`src/rtl/pfd_pkg.sv`:
```
package pfd_pkg;
  // Strobes passed from the detector control to the lock datapath
  typedef struct packed {
    logic cmpStart;     // reference rise: one comparison cycle ends
    logic pulseActive;  // an up or down pulse is active this cycle
  } pfdStrobe_t;
endpackage

```
`src/rtl/edgeCatch.sv`:
```
module edgeCatch #(
  parameter int NUM = 2
) (
  input  logic           clk,
  input  logic           rstN,
  input  logic [NUM-1:0] sigIn,
  output logic [NUM-1:0] riseOut
);
  logic [NUM-1:0] sigPrev;

  for (genvar i = 0; i < NUM; i++) begin : gChan
    always_ff @(posedge clk or negedge rstN) begin
      if (!rstN) sigPrev[i] <= 1'b0;
      else       sigPrev[i] <= sigIn[i];
    end
    assign riseOut[i] = sigIn[i] & ~sigPrev[i];
  end
endmodule

```
`src/rtl/pfdCore.sv`:
```
module pfdCore
  import pfd_pkg::*;
(
  input  logic       clk,
  input  logic       rstN,
  input  logic       refRise,
  input  logic       vcoRise,
  output logic       upFlag,
  output logic       dnFlag,
  output pfdStrobe_t strobe
);
  logic clearBoth;
  logic upNext;
  logic dnNext;

  // Both flags set: clear them together. An edge in the clearing cycle re-arms its own flag.
  assign clearBoth = upFlag & dnFlag;

  always_comb begin
    if (clearBoth) begin
      upNext = refRise;
      dnNext = vcoRise;
    end else begin
      upNext = upFlag | refRise;
      dnNext = dnFlag | vcoRise;
    end
  end

  always_ff @(posedge clk or negedge rstN) begin
    if (!rstN) begin
      upFlag <= 1'b0;
      dnFlag <= 1'b0;
    end else begin
      upFlag <= upNext;
      dnFlag <= dnNext;
    end
  end

  assign strobe.cmpStart    = refRise;
  assign strobe.pulseActive = upFlag | dnFlag;
endmodule

```
`src/rtl/lockFilter.sv`:
```
module lockFilter
  import pfd_pkg::*;
#(
  parameter int LOCK_CYCLES = 16,
  parameter int WIDE_LIMIT  = 4
) (
  input  logic       clk,
  input  logic       rstN,
  input  pfdStrobe_t strobe,
  output logic       locked
);
  localparam int CW = $clog2(LOCK_CYCLES + 1);
  localparam int WW = $clog2(WIDE_LIMIT + 1);
  localparam logic [CW-1:0] LOCK_MAX  = CW'(LOCK_CYCLES);
  localparam logic [WW-1:0] WIDE_MAX  = WW'(WIDE_LIMIT);
  localparam logic [WW-1:0] WIDE_EDGE = WW'(WIDE_LIMIT - 1);

  logic [WW-1:0] widthCnt;
  logic [CW-1:0] lockCount;
  logic          cycleDirty;
  logic          wideNow;

  // Length of the current run of active pulse cycles, saturating
  always_ff @(posedge clk or negedge rstN) begin
    if (!rstN)                   widthCnt <= '0;
    else if (!strobe.pulseActive) widthCnt <= '0;
    else if (widthCnt != WIDE_MAX) widthCnt <= widthCnt + 1'b1;
  end

  assign wideNow = strobe.pulseActive && (widthCnt >= WIDE_EDGE);

  // Marks a comparison cycle that contained a wide pulse
  always_ff @(posedge clk or negedge rstN) begin
    if (!rstN)                cycleDirty <= 1'b0;
    else if (strobe.cmpStart) cycleDirty <= wideNow;
    else if (wideNow)         cycleDirty <= 1'b1;
  end

  // Counts consecutive clean comparison cycles
  always_ff @(posedge clk or negedge rstN) begin
    if (!rstN)
      lockCount <= '0;
    else if (wideNow)
      lockCount <= '0;
    else if (strobe.cmpStart && !cycleDirty && lockCount != LOCK_MAX)
      lockCount <= lockCount + 1'b1;
  end

  assign locked = (lockCount == LOCK_MAX);
endmodule

```
`src/rtl/pfdLockDetect.sv`:
```
module pfdLockDetect
  import pfd_pkg::*;
#(
  parameter int LOCK_CYCLES = 16,
  parameter int WIDE_LIMIT  = 4
) (
  input  logic clk,
  input  logic rstN,
  input  logic refDiv,
  input  logic vcoDiv,
  input  logic cpSel,
  output logic upN,
  output logic dnN,
  output logic cpEn,
  output logic pulseNand,
  output logic lockDriveEn
);
  logic [1:0] rises;
  logic       refRise;
  logic       vcoRise;
  logic       upFlag;
  logic       dnFlag;
  logic       locked;
  pfdStrobe_t strobe;

  edgeCatch #(.NUM(2)) uEdge (
    .clk(clk), .rstN(rstN), .sigIn({vcoDiv, refDiv}), .riseOut(rises)
  );
  assign refRise = rises[0];
  assign vcoRise = rises[1];

  pfdCore uCore (
    .clk(clk), .rstN(rstN), .refRise(refRise), .vcoRise(vcoRise),
    .upFlag(upFlag), .dnFlag(dnFlag), .strobe(strobe)
  );

  lockFilter #(.LOCK_CYCLES(LOCK_CYCLES), .WIDE_LIMIT(WIDE_LIMIT)) uFilt (
    .clk(clk), .rstN(rstN), .strobe(strobe), .locked(locked)
  );

  assign upN         = cpSel ? 1'b0 : ~upFlag;
  assign dnN         = cpSel ? 1'b0 : ~dnFlag;
  assign cpEn        = cpSel;
  assign pulseNand   = ~((~upFlag) & (~dnFlag));
  assign lockDriveEn = ~locked;
endmodule

```
`config.mk`:
```
export PLATFORM = sky130hd
export DESIGN_NAME = pfdLockDetect
export DESIGN_NICKNAME = d
export VERILOG_FILES = /design/src/rtl/pfd_pkg.sv /design/src/rtl/edgeCatch.sv /design/src/rtl/pfdCore.sv /design/src/rtl/lockFilter.sv /design/src/rtl/pfdLockDetect.sv
export SDC_FILE = /design/constraint.sdc
export NUM_CORES = 1
export LEC_CHECK = 0
export BUFFER_PORTS_ARGS = -buffer_cell sky130_fd_sc_hd__buf_4
export CORE_UTILIZATION = 40
export CTS_CLUSTER_SIZE = 40
export DETAILED_ROUTE_END_ITERATION = 10
export PLACE_DENSITY = 0.64
export SYNTH_ARGS = -nofsm -noshare
export SYNTH_HDL_FRONTEND = slang
export SYNTH_SLANG_ARGS = --single-unit
```
`constraint.sdc`:
```
create_clock -name clk -period 2.03 [get_ports clk]
set_input_delay 0.203 -clock clk [delete_from_list [all_inputs] [get_ports clk]]
set_output_delay 0.203 -clock clk [all_outputs]
set_load 0.02 [all_outputs]
```
# --- After elaboration in Yosys (flattened, before gate mapping) ---
# Cells that the tools add are included.
# W data, S select, Z words.
totals:
  ff_bits: 13
  inputBits: 5
  output_inout_bits: 5
  elab_cells: 43
op_classes:
  n_addsub: 2
  order_cmp: 1
  n_eq_ne: 4
  mux: 10
  bitwise: 13
  n_reduce_logical: 6
ops:
  columns: ["cell", "count"]
  rows:
  - ["$mux W5", 2]
  - ["$mux W1", 6]
  - ["$mux W3", 2]
  - ["$not A1 Y1", 6]
  - ["$add A5 B1 Y5 const B", 1]
  - ["$eq A5 B5 Y1 const B", 1]
  - ["$ne A5 B5 Y1 const B", 1]
  - ["$and A1 B1 Y1", 4]
  - ["$reduce_bool A2 Y1", 2]
  - ["$add A3 B1 Y3 const B", 1]
  - ["$ge A3 B2 Y1 const B", 1]
  - ["$logic_and A1 B1 Y1", 3]
  - ["$ne A3 B3 Y1 const B", 1]
  - ["$or A1 B1 Y1", 3]
  - ["$ne A2 B2 Y1 const B", 1]
  - ["$logic_not A1 Y1", 1]

# --- Logic depth before layout (Yosys ltp) ---
# Gate-level depths: netlist (run 1).
logic_depth:
  ltp_word: 6
  depth_mapped: 6
  ltp_nobuf: 6

# --- Modules after synthesis ---
# From an unflattened synthesis (run 1), not the netlist that was laid out.
unflattened:
  hier_cells: 71
  area_unflattened_um2: 725.7
by_module_without_submodules:
  columns: ["mod", "instances", "cells_per_inst", "area_each_um2", "seq_area_each_um2"]
  rows:
  - ["lockFilter", 1, 54, 539.3, 225.2]
  - ["pfdCore", 1, 8, 83.8, 50.0]
  - ["edgeCatch", 1, 4, 77.6, 50.0]
  - ["pfdLockDetect", 1, 5, 25.0, 0.0]

# --- Worst setup path after synthesis (run 1) ---
# OpenSTA, ideal clock, no wires.
synth_path:
  kind: "register to register"
  from: "reg uFilt.widthCnt[0]"
  to: "reg uFilt.cycleDirty"
  setup_ns: 0.118
  arrival_ns: 1.225
  slack_ns: 0.687
  path_stages_with_launch: 6
  path_cell_list: "dfrtp_1 -> ha_1 -> ha_1 -> a211oi_1 -> nor2_1 -> a21o_1"
synth_via:
  elab_chain_len: 3
synth_lines:
  columns: ["item", "line", "text"]
  rows:
  - ["from (decl)", "lockFilter.sv:18", "logic [WW-1:0] widthCnt;"]
  - ["from (signal assigned)", "lockFilter.sv:27", "else if (widthCnt != WIDE_MAX) widthCnt <= widthCnt + 1'b1;"]
  - ["$ge A3 B2 Y1 *", "lockFilter.sv:30", "assign wideNow = strobe.pulseActive && (widthCnt >= WIDE_EDGE);"]
  - ["$logic_and A1 B1 Y1 *", "lockFilter.sv:30", null]
  - ["$mux W1 / $reduce_bool A2 Y1 (equally long branches)", null, null]
  - ["to (signal assigned)", "lockFilter.sv:35", "else if (strobe.cmpStart) cycleDirty <= wideNow;"]
  - ["to (decl)", "lockFilter.sv:20", "logic cycleDirty;"]
# Every way passes the cells marked *; elsewhere a longest branch is shown, timed or not.
# A chain may end at the register's enable or synchronous reset.

# --- Worst setup path after layout (run 1) ---
layout_path:
  from: "reg uFilt.lockCount[0]"
  to: "out lockDriveEn"
layout_via:
  elab_chain_len: 2
layout_lines:
  columns: ["item", "line", "text"]
  rows:
  - ["from (decl)", "lockFilter.sv:19", "logic [CW-1:0] lockCount;"]
  - ["from (signal assigned)", "lockFilter.sv:46", "lockCount <= lockCount + 1'b1;"]
  - ["$eq A5 B5 Y1", "lockFilter.sv:49", "assign locked = (lockCount == LOCK_MAX);"]
  - ["$not A1 Y1", "pfdLockDetect.sv:45", "assign lockDriveEn = ~locked;"]
  - ["to (decl)", "pfdLockDetect.sv:16", "output logic lockDriveEn"]
# No other way between the ends.

==> flow_metrics.env, run 1 <==
export IMPL_status="complete, no violations"
export IMPL_place_gp_congestion=0.746
export IMPL_initial_core_util=0.426
export IMPL_grt_pass1_vias=483
export IMPL_rr_endpoint="uFilt.lockCount[2]"
export IMPL_htree_levels=1
export IMPL_max_slew_margin=0.710
export IMPL_critPathKind="flip-flop to output pin"
export IMPL_worst_slew_pin_slew_ps=433
export IMPL_postLayoutSetupSlackWorst_ps=392
export IMPL_antenna_found_initial=0
export IMPL_crit_start="uFilt.lockCount[0]"
export IMPL_grt_ovfl_total=0
export IMPL_synth_area_um2=642
export IMPL_grt_util_all_layers=0.158
export IMPL_max_clock_freq_ghz=0.611
export IMPL_synth_seq_cells=13
export IMPL_rr_startpoint="uFilt.lockCount[0]"
export IMPL_ys_warn_count=0
export IMPL_area_growth_pct=18.1
export IMPL_die_h_um=42.1
export IMPL_arrival_ps=1430
export IMPL_drive_above_1_share=0.167
export IMPL_grt_pass1_wl_um=2010
export IMPL_min_path_type="primary input to flip-flop"
export IMPL_numCtsBuffers=3
export IMPL_min_period_over_period=0.807
export IMPL_yosys_area_top_type="dfrtp_1"
export IMPL_drc_errors=0
export IMPL_hold_path_cell_count=1
export IMPL_final_hold_viol_count=0
export IMPL_rsz0062_at_grt="false"
export IMPL_post_place_ws_ps=570
export IMPL_clock_skew_final_ps=2.98
export IMPL_start_kind="flip-flop"
export IMPL_antenna_left=0
export IMPL_fin_nets=89
export IMPL_io_buffers=9
export IMPL_worstHoldStart="vcoDiv"
export IMPL_setup_viol=0
export IMPL_r2r_slack_ps=560
export IMPL_syn_inst=65
export IMPL_whs_endpoint="uEdge.sigPrev[1]"
export IMPL_cp_required_ps=1830
export IMPL_rows=14
export IMPL_total_power_mw=0.782
export IMPL_yosysMostFrequentCell="dfrtp_1"
export IMPL_period_minus_slack_ps=1640
export IMPL_clockBufferDepth=2
export IMPL_core_area_mm2=0.00151
export IMPL_synth_common_cells="dfrtp_1 (13), inv_1 (9), a21oi_1 (7)"
export IMPL_clkSinkCount=13
export IMPL_synth_edf_count=0
export IMPL_grt_start_max_net_pins=14
export IMPL_clk_pin_slew_ps=80
export IMPL_utilization=0.503
export IMPL_crit_path_max_fanout=4
export IMPL_cts_tree="yes"
export IMPL_drt_iter0_drc=4
export IMPL_ir_drop_uv=448
export IMPL_firstDrtPassIters=4
export IMPL_ioPinCount=10
export IMPL_num_antenna_cells=0
export IMPL_ys_seq_area_frac=0.507
export IMPL_fp_dieW_um=42.1
export IMPL_slew_violations=0
export IMPL_synthArstFlopShare=1.00
export IMPL_wl_per_cell_um=12.7
export IMPL_root_buffer="clkbuf_4"
export IMPL_r2r_cells=5
export IMPL_vias_per_cell=5.32
export IMPL_hold_slack_ps=39.8
export IMPL_synth_top_area_share=0.507
export IMPL_maxCapViolations=0
export IMPL_postRouteWirelength_um=1200
export IMPL_synthFlopType="dfrtp_1"
export IMPL_clock_latency_ps=270
export IMPL_synth_area_leaders="dfrtp_1 (51%), ha_1 (9.7%), a21oi_1 (5.5%)"
export IMPL_powerDensity_mw_per_mm2=1030
export IMPL_vias=500
export IMPL_power_leakage_nw=0.356
export IMPL_syn_num_nets=75
export IMPL_die_area_mm2=0.00177
export IMPL_end_kind="output pin"
export IMPL_fin_tns_setup_ps=0
export IMPL_dpl_hpwl_um=915
export IMPL_avgSynthCellArea_um2=9.87
export IMPL_yosys_cell_types_count=19
worst max path at each step:
stage	slack (ps)	cells past startpoint	end
floorplan	690	5	uFilt.cycleDirty
global placement	590	5	uFilt.cycleDirty
detailed placement	570	5	uFilt.lockCount[2]
CTS	380	5	lockDriveEn
global route	330	5	lockDriveEn
finish	390	5	lockDriveEn
per-layer routing:
metal | wire length (um) | vias up | GRT usage
met5 | 0 | - | 0
met4 | 18 | 0 | 0.131
met3 | 26 | 2 | 0.0259
met2 | 606 | 4 | 0.266
met1 | 545 | 249 | 0.173
li1 | - | 245 | -
kinds of logic after synthesis:
kind of cell,synth area share
xor gates and xnor gates,0.0136
and+or+nand+nor,0.187
DFF,0.507
AOI/OAI and AO/OA,0.131
buffers and inverters,0.0643
adders and majority gates,0.0975
critical path, cell delays in order, from the launching register on:
cell and delay (ps):
dfrtp_1 400, inv_1 70, ha_1 190, and4bb_2 250, inv_1 100, buf_4 150
metrics by stage:
step                instances  area [um2]
CTS                        94         758
global route               94         758
global placement           89         722
detailed placement         89         722
finish                     94         758
floorplan                  65         642
report_power, final:
group          switching (mW)  internal, mW  leakage [nW]
clock                  0.0837        0.0761        0.0150
sequential             0.0618         0.320         0.165
combinational           0.132         0.109         0.175
sequential cells by signal (all words and copies together), names as in the netlist:
| signal | cells |
|---|---|
| uFilt.widthCnt | 3 |
| uCore.dnFlag | 1 |
| uEdge.sigPrev | 2 |
| uFilt.lockCount | 5 |
| uCore.upFlag | 1 |
| uFilt.cycleDirty | 1 |
layout make-up:
type / count / area [um2]
Multi-Input combinational cell: 42 / 275
Tap cell: 16 / 20.0
Fill cell: 143 / 748
Sequential cell: 13 / 325
Inverter: 9 / 33.8
Clock buffer: 4 / 26.3
Timing Repair Buffer: 10 / 77.6
cells in the final DEF (no fill, tap or decap), drive strengths merged:
master	count
ha	5
a22o	1
clkbuf	4
a21o	1
and4bb	1
nor3b	1
buf	9
or3	3
xnor2	1
dlygate4sd3	1
nand2	4
nand3	4
or3b	1
a211oi	1
nand4bb	1
or2b	1
a21oi	7
nor2	5
o21ai	5
inv	9
dfrtp	13
repair_timing:
action | CTS | global route
hold endpoints to repair | 13 | 0
buffers inserted | 0 | 0
gates resized for setup | 0 | 0
hold buffers | 1 | 0
Note: power is estimated with default switching activity, not from simulation.
==> run 2, diff against run 1 <==
- ABC_AREA: not set -> 1
- PLACE_DENSITY: 0.64 -> 0.63
- clock period: 2.03 -> 1.51 ns (I/O delays scaled with it)
==> run 2 against run 1 <==
Effect of this change:
- utilization grew 0.13 points
- clock power grew 34%
- count of clock-buffer cells in the layout is the same
- largest power group unchanged
- highest routed layer unchanged
==> flow_metrics.env, run 2 <==
export IMPL_multi_input_area_um2=349
export IMPL_slowest_delay_ps=420
export IMPL_drt_iter0_drc=10
export IMPL_status="complete, no violations"
export IMPL_synth_area_leaders="dfrtp_1 (44%), nand2_1 (9.1%), ha_1 (8.4%)"
export IMPL_top_regs="uFilt.lockCount x5, uFilt.widthCnt x3, uEdge.sigPrev x2"
export IMPL_min_period_over_period=0.947
export IMPL_crit_path_max_fanout=5
export IMPL_ir_drop_uv=671
export IMPL_slew_violations=0
export IMPL_cp_required_ps=1360
export IMPL_clock_latency_ps=270
export IMPL_powerDensity_mw_per_mm2=1330
export IMPL_ys_warn_count=0
export IMPL_fp_dieW_um=45.2
export IMPL_max_slew_margin=0.833
export IMPL_ioPinCount=10
export IMPL_dpl_hpwl_um=982
export IMPL_cp_slowest_cell="dfrtp_1"
export IMPL_synth_seq_cells=13
export IMPL_avgSynthCellArea_um2=8.57
export IMPL_power_leakage_nw=0.451
export IMPL_postRouteWirelength_um=1340
export IMPL_period_minus_slack_ps=1430
export IMPL_final_hold_viol_count=0
export IMPL_area_growth_pct=18.1
export IMPL_clk_pin_slew_ps=80
export IMPL_arrival_ps=1280
export IMPL_drive_above_1_share=0.228
export IMPL_syn_num_nets=97
export IMPL_vias_per_cell=4.74
export IMPL_setup_viol=0
export IMPL_power_frac_clock=0.183
export IMPL_crit_chain="inv_1 > ha_1 > nand3_2 > buf_4"
export IMPL_yosys_cell_types_count=20
export IMPL_critPathKind="flip-flop to output pin"
export IMPL_io_buffers=9
export IMPL_path_buf_inv=2
export IMPL_vias=597
export IMPL_rsz0062_at_grt="false"
export IMPL_switching_power_mw=0.465
export IMPL_yosysMostFrequentCell="nand2_1"
export IMPL_clock_skew_final_ps=3.89
export IMPL_syn_inst=87
export IMPL_end_kind="output pin"
export IMPL_hold_slack_ps=251
export IMPL_htree_levels=1
export IMPL_clkSinkCount=13
export IMPL_top_register="uFilt.lockCount"
export IMPL_die_area_mm2=0.00204
export IMPL_seqPwrFrac=0.434
export IMPL_grt_util_all_layers=0.143
export IMPL_synth_top_area_share=0.436
export IMPL_switching_share=0.397
export IMPL_wl_per_cell_um=10.6
export IMPL_clockBufferDepth=2
export IMPL_root_buffer="clkbuf_4"
export IMPL_synth_edf_count=0
export IMPL_mostFrequentLayoutCells="nand2_1 (17), dfrtp_1 (13), inv_1 (12), nand3_1 (12), buf_4 (9)"
export IMPL_antenna_found_initial=0
export IMPL_drc_errors=0
export IMPL_fin_tns_setup_ps=0
export IMPL_numCtsBuffers=3
export IMPL_total_power_mw=1.17
export IMPL_rows=15
export IMPL_die_h_um=45.2
export IMPL_p_int_mw=0.705
export IMPL_synthFlopType="dfrtp_1"
export IMPL_largest_reg_flops=5
export IMPL_initial_core_util=0.427
export IMPL_final_common_cell="nand2_1"
export IMPL_fin_nets=112
export IMPL_p_comb_frac=0.383
export IMPL_worst_slew_pin_slew_ps=250
export IMPL_yosys_area_top_type="dfrtp_1"
export IMPL_core_area_mm2=0.00175
export IMPL_critPathTopFamily="flip-flops"
export IMPL_antenna_left=0
export IMPL_ys_seq_area_frac=0.436
export IMPL_maxCapViolations=0
export IMPL_synth_common_cells="nand2_1 (18), dfrtp_1 (13), inv_1 (12), nand3_1 (12)"
export IMPL_place_gp_congestion=0.751
export IMPL_synthArstFlopShare=1.00
export IMPL_num_antenna_cells=0
export IMPL_seq_area_um2=325
export IMPL_utilization=0.505
export IMPL_min_path_type="primary input to asynchronous set/reset pin"
export IMPL_grt_ovfl_total=0
export IMPL_synth_area_um2=746
export IMPL_grt_pass1_vias=516
export IMPL_max_clock_freq_ghz=0.700
export IMPL_grt_start_max_net_pins=14
export IMPL_cts_tree="yes"
export IMPL_nFillCells=184
export IMPL_start_kind="flip-flop"
export IMPL_grt_pass1_wl_um=1990
export IMPL_r2r_slack_ps=120
export IMPL_firstDrtPassIters=4
-- run 2: cell types whose count changed after synthesis, sizes merged, moves of 2 or more --
| cell | delta |
|---|---|
| buf | +2 |
| inv | +4 |
| a21oi | -4 |
| nand4 | +2 |
| or3 | -3 |
| nand3 | +9 |
| nand2 | +16 |
| nor2 | +3 |
-- run 2: timing repair --
action,in CTS,in global routing
resized for setup,0,3
endpoints found under the hold margin,15,0
hold buffers,3,0
setup endpoints to repair,0,3
buffers inserted,0,0
-- run 2: final timing paths --
check | startpoint | end | depth (start not counted)
worst max-delay path | uFilt.lockCount[0] | lockDriveEn | 4
worst min-delay path | rstN | uFilt.widthCnt[2] | 2
worst max register to register | uFilt.widthCnt[0] | uFilt.lockCount[4] | 8
worst min register to register | uEdge.sigPrev[1] | uCore.dnFlag | 1
max in group asynchronous | rstN | uFilt.lockCount[0] | 2
min in group clk | uEdge.sigPrev[1] | uCore.dnFlag | 1
-- run 2: metrics by stage --
step	setup slack (ps)	instances	cell area (um2)
after floorplan	171	87	746
after global placement	126	118	811
after detailed placement	50.7	118	811
after CTS	37.0	125	867
after global routing	3.26	126	881
final	80.8	126	881
-- run 2: final cells by class --
type / instances / area share
repair buffers: 12 / 0.111
clock buffers: 4 / 0.0298
flip-flops and latches: 13 / 0.369
well taps: 25 / 0.0355
multi-input cells: 59 / 0.396
inverters: 13 / 0.0582
-- run 2: cells by family after synthesis --
kind of cell | after synthesis | synth area share
XOR/XNOR | 1 | 0.0117
buffers and inverters | 16 | 0.114
AND/OR/NAND/NOR | 44 | 0.297
flip-flops | 13 | 0.436
AO/OA/AOI/OAI | 8 | 0.0570
adder cells (fa/ha/maj) | 5 | 0.0839
-- run 2: routing by layer --
layer,global-route usage,wire (um),vias to the layer above
met4,0.0909,14,0
met2,0.238,697,6
met5,0,0,-
met1,0.164,599,282
li1,-,-,307
met3,0.0360,29,2
-- run 2: power groups by stage --
stage	logic [mW]	registers [mW]	clock network (mW)
2_1_floorplan	0.360	0.494	0
3_3_place_gp	0.385	0.507	0
3_5_place_dp	0.412	0.511	0
4_1_cts	0.418	0.504	0.222
5_1_grt	0.521	0.515	0.240
6_report	0.448	0.508	0.214
==> run 3, diff against run 2 <==
- ABC_AREA: 1 -> not set
- PLACE_DENSITY: 0.63 -> 0.59
- SLEW_MARGIN: not set -> 20
==> run 3 against run 2 <==
Effect of this change:
- clock power is essentially flat
- final cell count fell by 20%
- via count decreased by 11%
- critical endpoint is now uFilt.lockCount[2]
- non-clock buffer count is 5 higher
- combinational power down 6.0%
- sequential share of layout area up 1.7 points
==> flow_metrics.env, run 3 (synthesis results as in run 1) <==
export IMPL_dpl_hpwl_um=882
export IMPL_clock_skew_final_ps=4.17
export IMPL_fin_cells=101
export IMPL_period_minus_slack_ps=1490
export IMPL_maxCapViolations=0
export IMPL_ir_drop_uv=715
export IMPL_vias_per_cell=5.29
export IMPL_ioPinCount=10
export IMPL_top_register="uFilt.lockCount"
export IMPL_wl_per_cell_um=13.0
export IMPL_largest_reg_flops=5
export IMPL_max_slew_margin=0.755
export IMPL_clk_pin_slew_ps=80
export IMPL_die_h_um=42.1
export IMPL_postRouteWirelength_um=1310
export IMPL_grt_pass1_wl_um=2130
export IMPL_slew_violations=0
export IMPL_clkSinkCount=13
export IMPL_top_regs="uFilt.lockCount x5, uFilt.widthCnt x3, uEdge.sigPrev x2"
export IMPL_arrival_ps=1710
export IMPL_antenna_left=0
export IMPL_num_antenna_cells=0
export IMPL_rsz0062_at_grt="true"
export IMPL_drc_errors=0
export IMPL_place_gp_congestion=0.707
export IMPL_mostFrequentLayoutCells="buf_4 (12), dfrtp_1 (12), inv_1 (7)"
export IMPL_clockBufferDepth=2
export IMPL_crit_path_max_fanout=3
export IMPL_grt_util_all_layers=0.166
export IMPL_hold_slack_ps=251
export IMPL_drt_iter0_drc=5
export IMPL_numCtsBuffers=3
export IMPL_fin_tns_setup_ps=0
export IMPL_min_period_over_period=0.990
export IMPL_vias=534
export IMPL_fin_nets=96
export IMPL_initial_core_util=0.426
export IMPL_critPathKind="flip-flop to flip-flop"
export IMPL_worst_slew_pin_slew_ps=367
export IMPL_start_kind="flip-flop"
export IMPL_root_buffer="clkbuf_4"
export IMPL_fp_dieW_um=42.1
export IMPL_rows=14
export IMPL_clock_latency_ps=280
export IMPL_area_growth_pct=31.8
export IMPL_max_clock_freq_ghz=0.669
export IMPL_min_path_type="primary input to asynchronous set/reset pin"
export IMPL_final_hold_viol_count=0
export IMPL_htree_levels=1
export IMPL_powerDensity_mw_per_mm2=1360
export IMPL_antenna_found_initial=0
export IMPL_post_place_ws_ps=40.1
export IMPL_postLayoutSetupSlackWorst_ps=15.0
export IMPL_core_area_mm2=0.00151
export IMPL_placed_cell_area_um2=722
export IMPL_io_buffers=9
export IMPL_firstDrtPassIters=4
export IMPL_grt_pass1_vias=518
export IMPL_final_area_um2=846
export IMPL_setup_viol=0
export IMPL_cp_required_ps=1720
export IMPL_placedCellCount=89
export IMPL_grt_ovfl_total=0
export IMPL_status="complete, no violations"
export IMPL_grt_start_max_net_pins=14
export IMPL_cts_tree="yes"
export IMPL_power_leakage_nw=0.394
export IMPL_die_area_mm2=0.00177
export IMPL_drive_above_1_share=0.318
export IMPL_end_kind="flip-flop"
## run 3: changes by cell type in the layout (fill, tap and decap cells not counted), sizes merged, moves of 2 or more
cell | before | now
a21oi | 3 | 7
buf | 9 | 14
inv | 13 | 9
nand2 | 21 | 4
nand3 | 13 | 4
nand4 | 2 | 0
nor2 | 8 | 5
or3 | 0 | 3
## run 3: power breakdown
part / switching, mW / internal, mW
Combinational: 0.215 / 0.205
Clock: 0.112 / 0.102
Sequential: 0.0818 / 0.433
Total: 0.409 / 0.740
## run 3: cell type report
class | count | area [um2]
well taps | 16 | 20.0
multi-input cells | 42 | 297
inverters | 9 | 33.8
clock buffers | 4 | 26.3
flip-flops and latches | 13 | 327
repair buffers | 17 | 143
fillers | 133 | 661
## run 3: metal layers
metal / vias up / wire, um / GRT usage
met2: 13 / 652 / 0.278
met4: 0 / 74 / 0.0938
li1: 261 / - / -
met3: 11 / 46 / 0.0690
met5: - / 0 / 0
met1: 249 / 540 / 0.174
## run 3: repair_timing
item,CTS,global route
gates resized for setup,1,10
pin swaps,0,2
endpoints found under the setup margin,1,7
hold buffers,3,0
hold endpoints to repair,15,0
buffers inserted,3,2
## run 3: worst paths after layout
kind                       slack (ps)                  to          startpoint  depth (start not counted)
setup / recovery                   20  uFilt.lockCount[2]  uFilt.lockCount[0]                          6
hold / removal                    250        uCore.dnFlag                rstN                          2
setup reg to reg                   20  uFilt.lockCount[2]  uFilt.lockCount[0]                          6
hold reg to reg                   530        uCore.upFlag        uCore.dnFlag                          1
max in group asynchronous        1080   uFilt.widthCnt[0]                rstN                          2
min in group clk                  520                cpEn               cpSel                          2
## run 3: per-stage QoR
| step | utilization | power, mW |
|---|---|---|
| 3_5_place_dp | 0.479 | 0.849 |
| 2_1_floorplan | - | 0.742 |
| 5_1_grt | 0.561 | 1.25 |
| 3_3_place_gp | 0.479 | 0.827 |
| 6_report | 0.561 | 1.15 |
| 4_1_cts | 0.532 | 1.10 |
## run 3: critical path, cell delays in order, from the launching register on
cell and delay (ps):
dfrtp_1 360, inv_2 50, ha_2 170, and4bb_2 250, buf_6 120, or3_4 350, a21oi_2 130
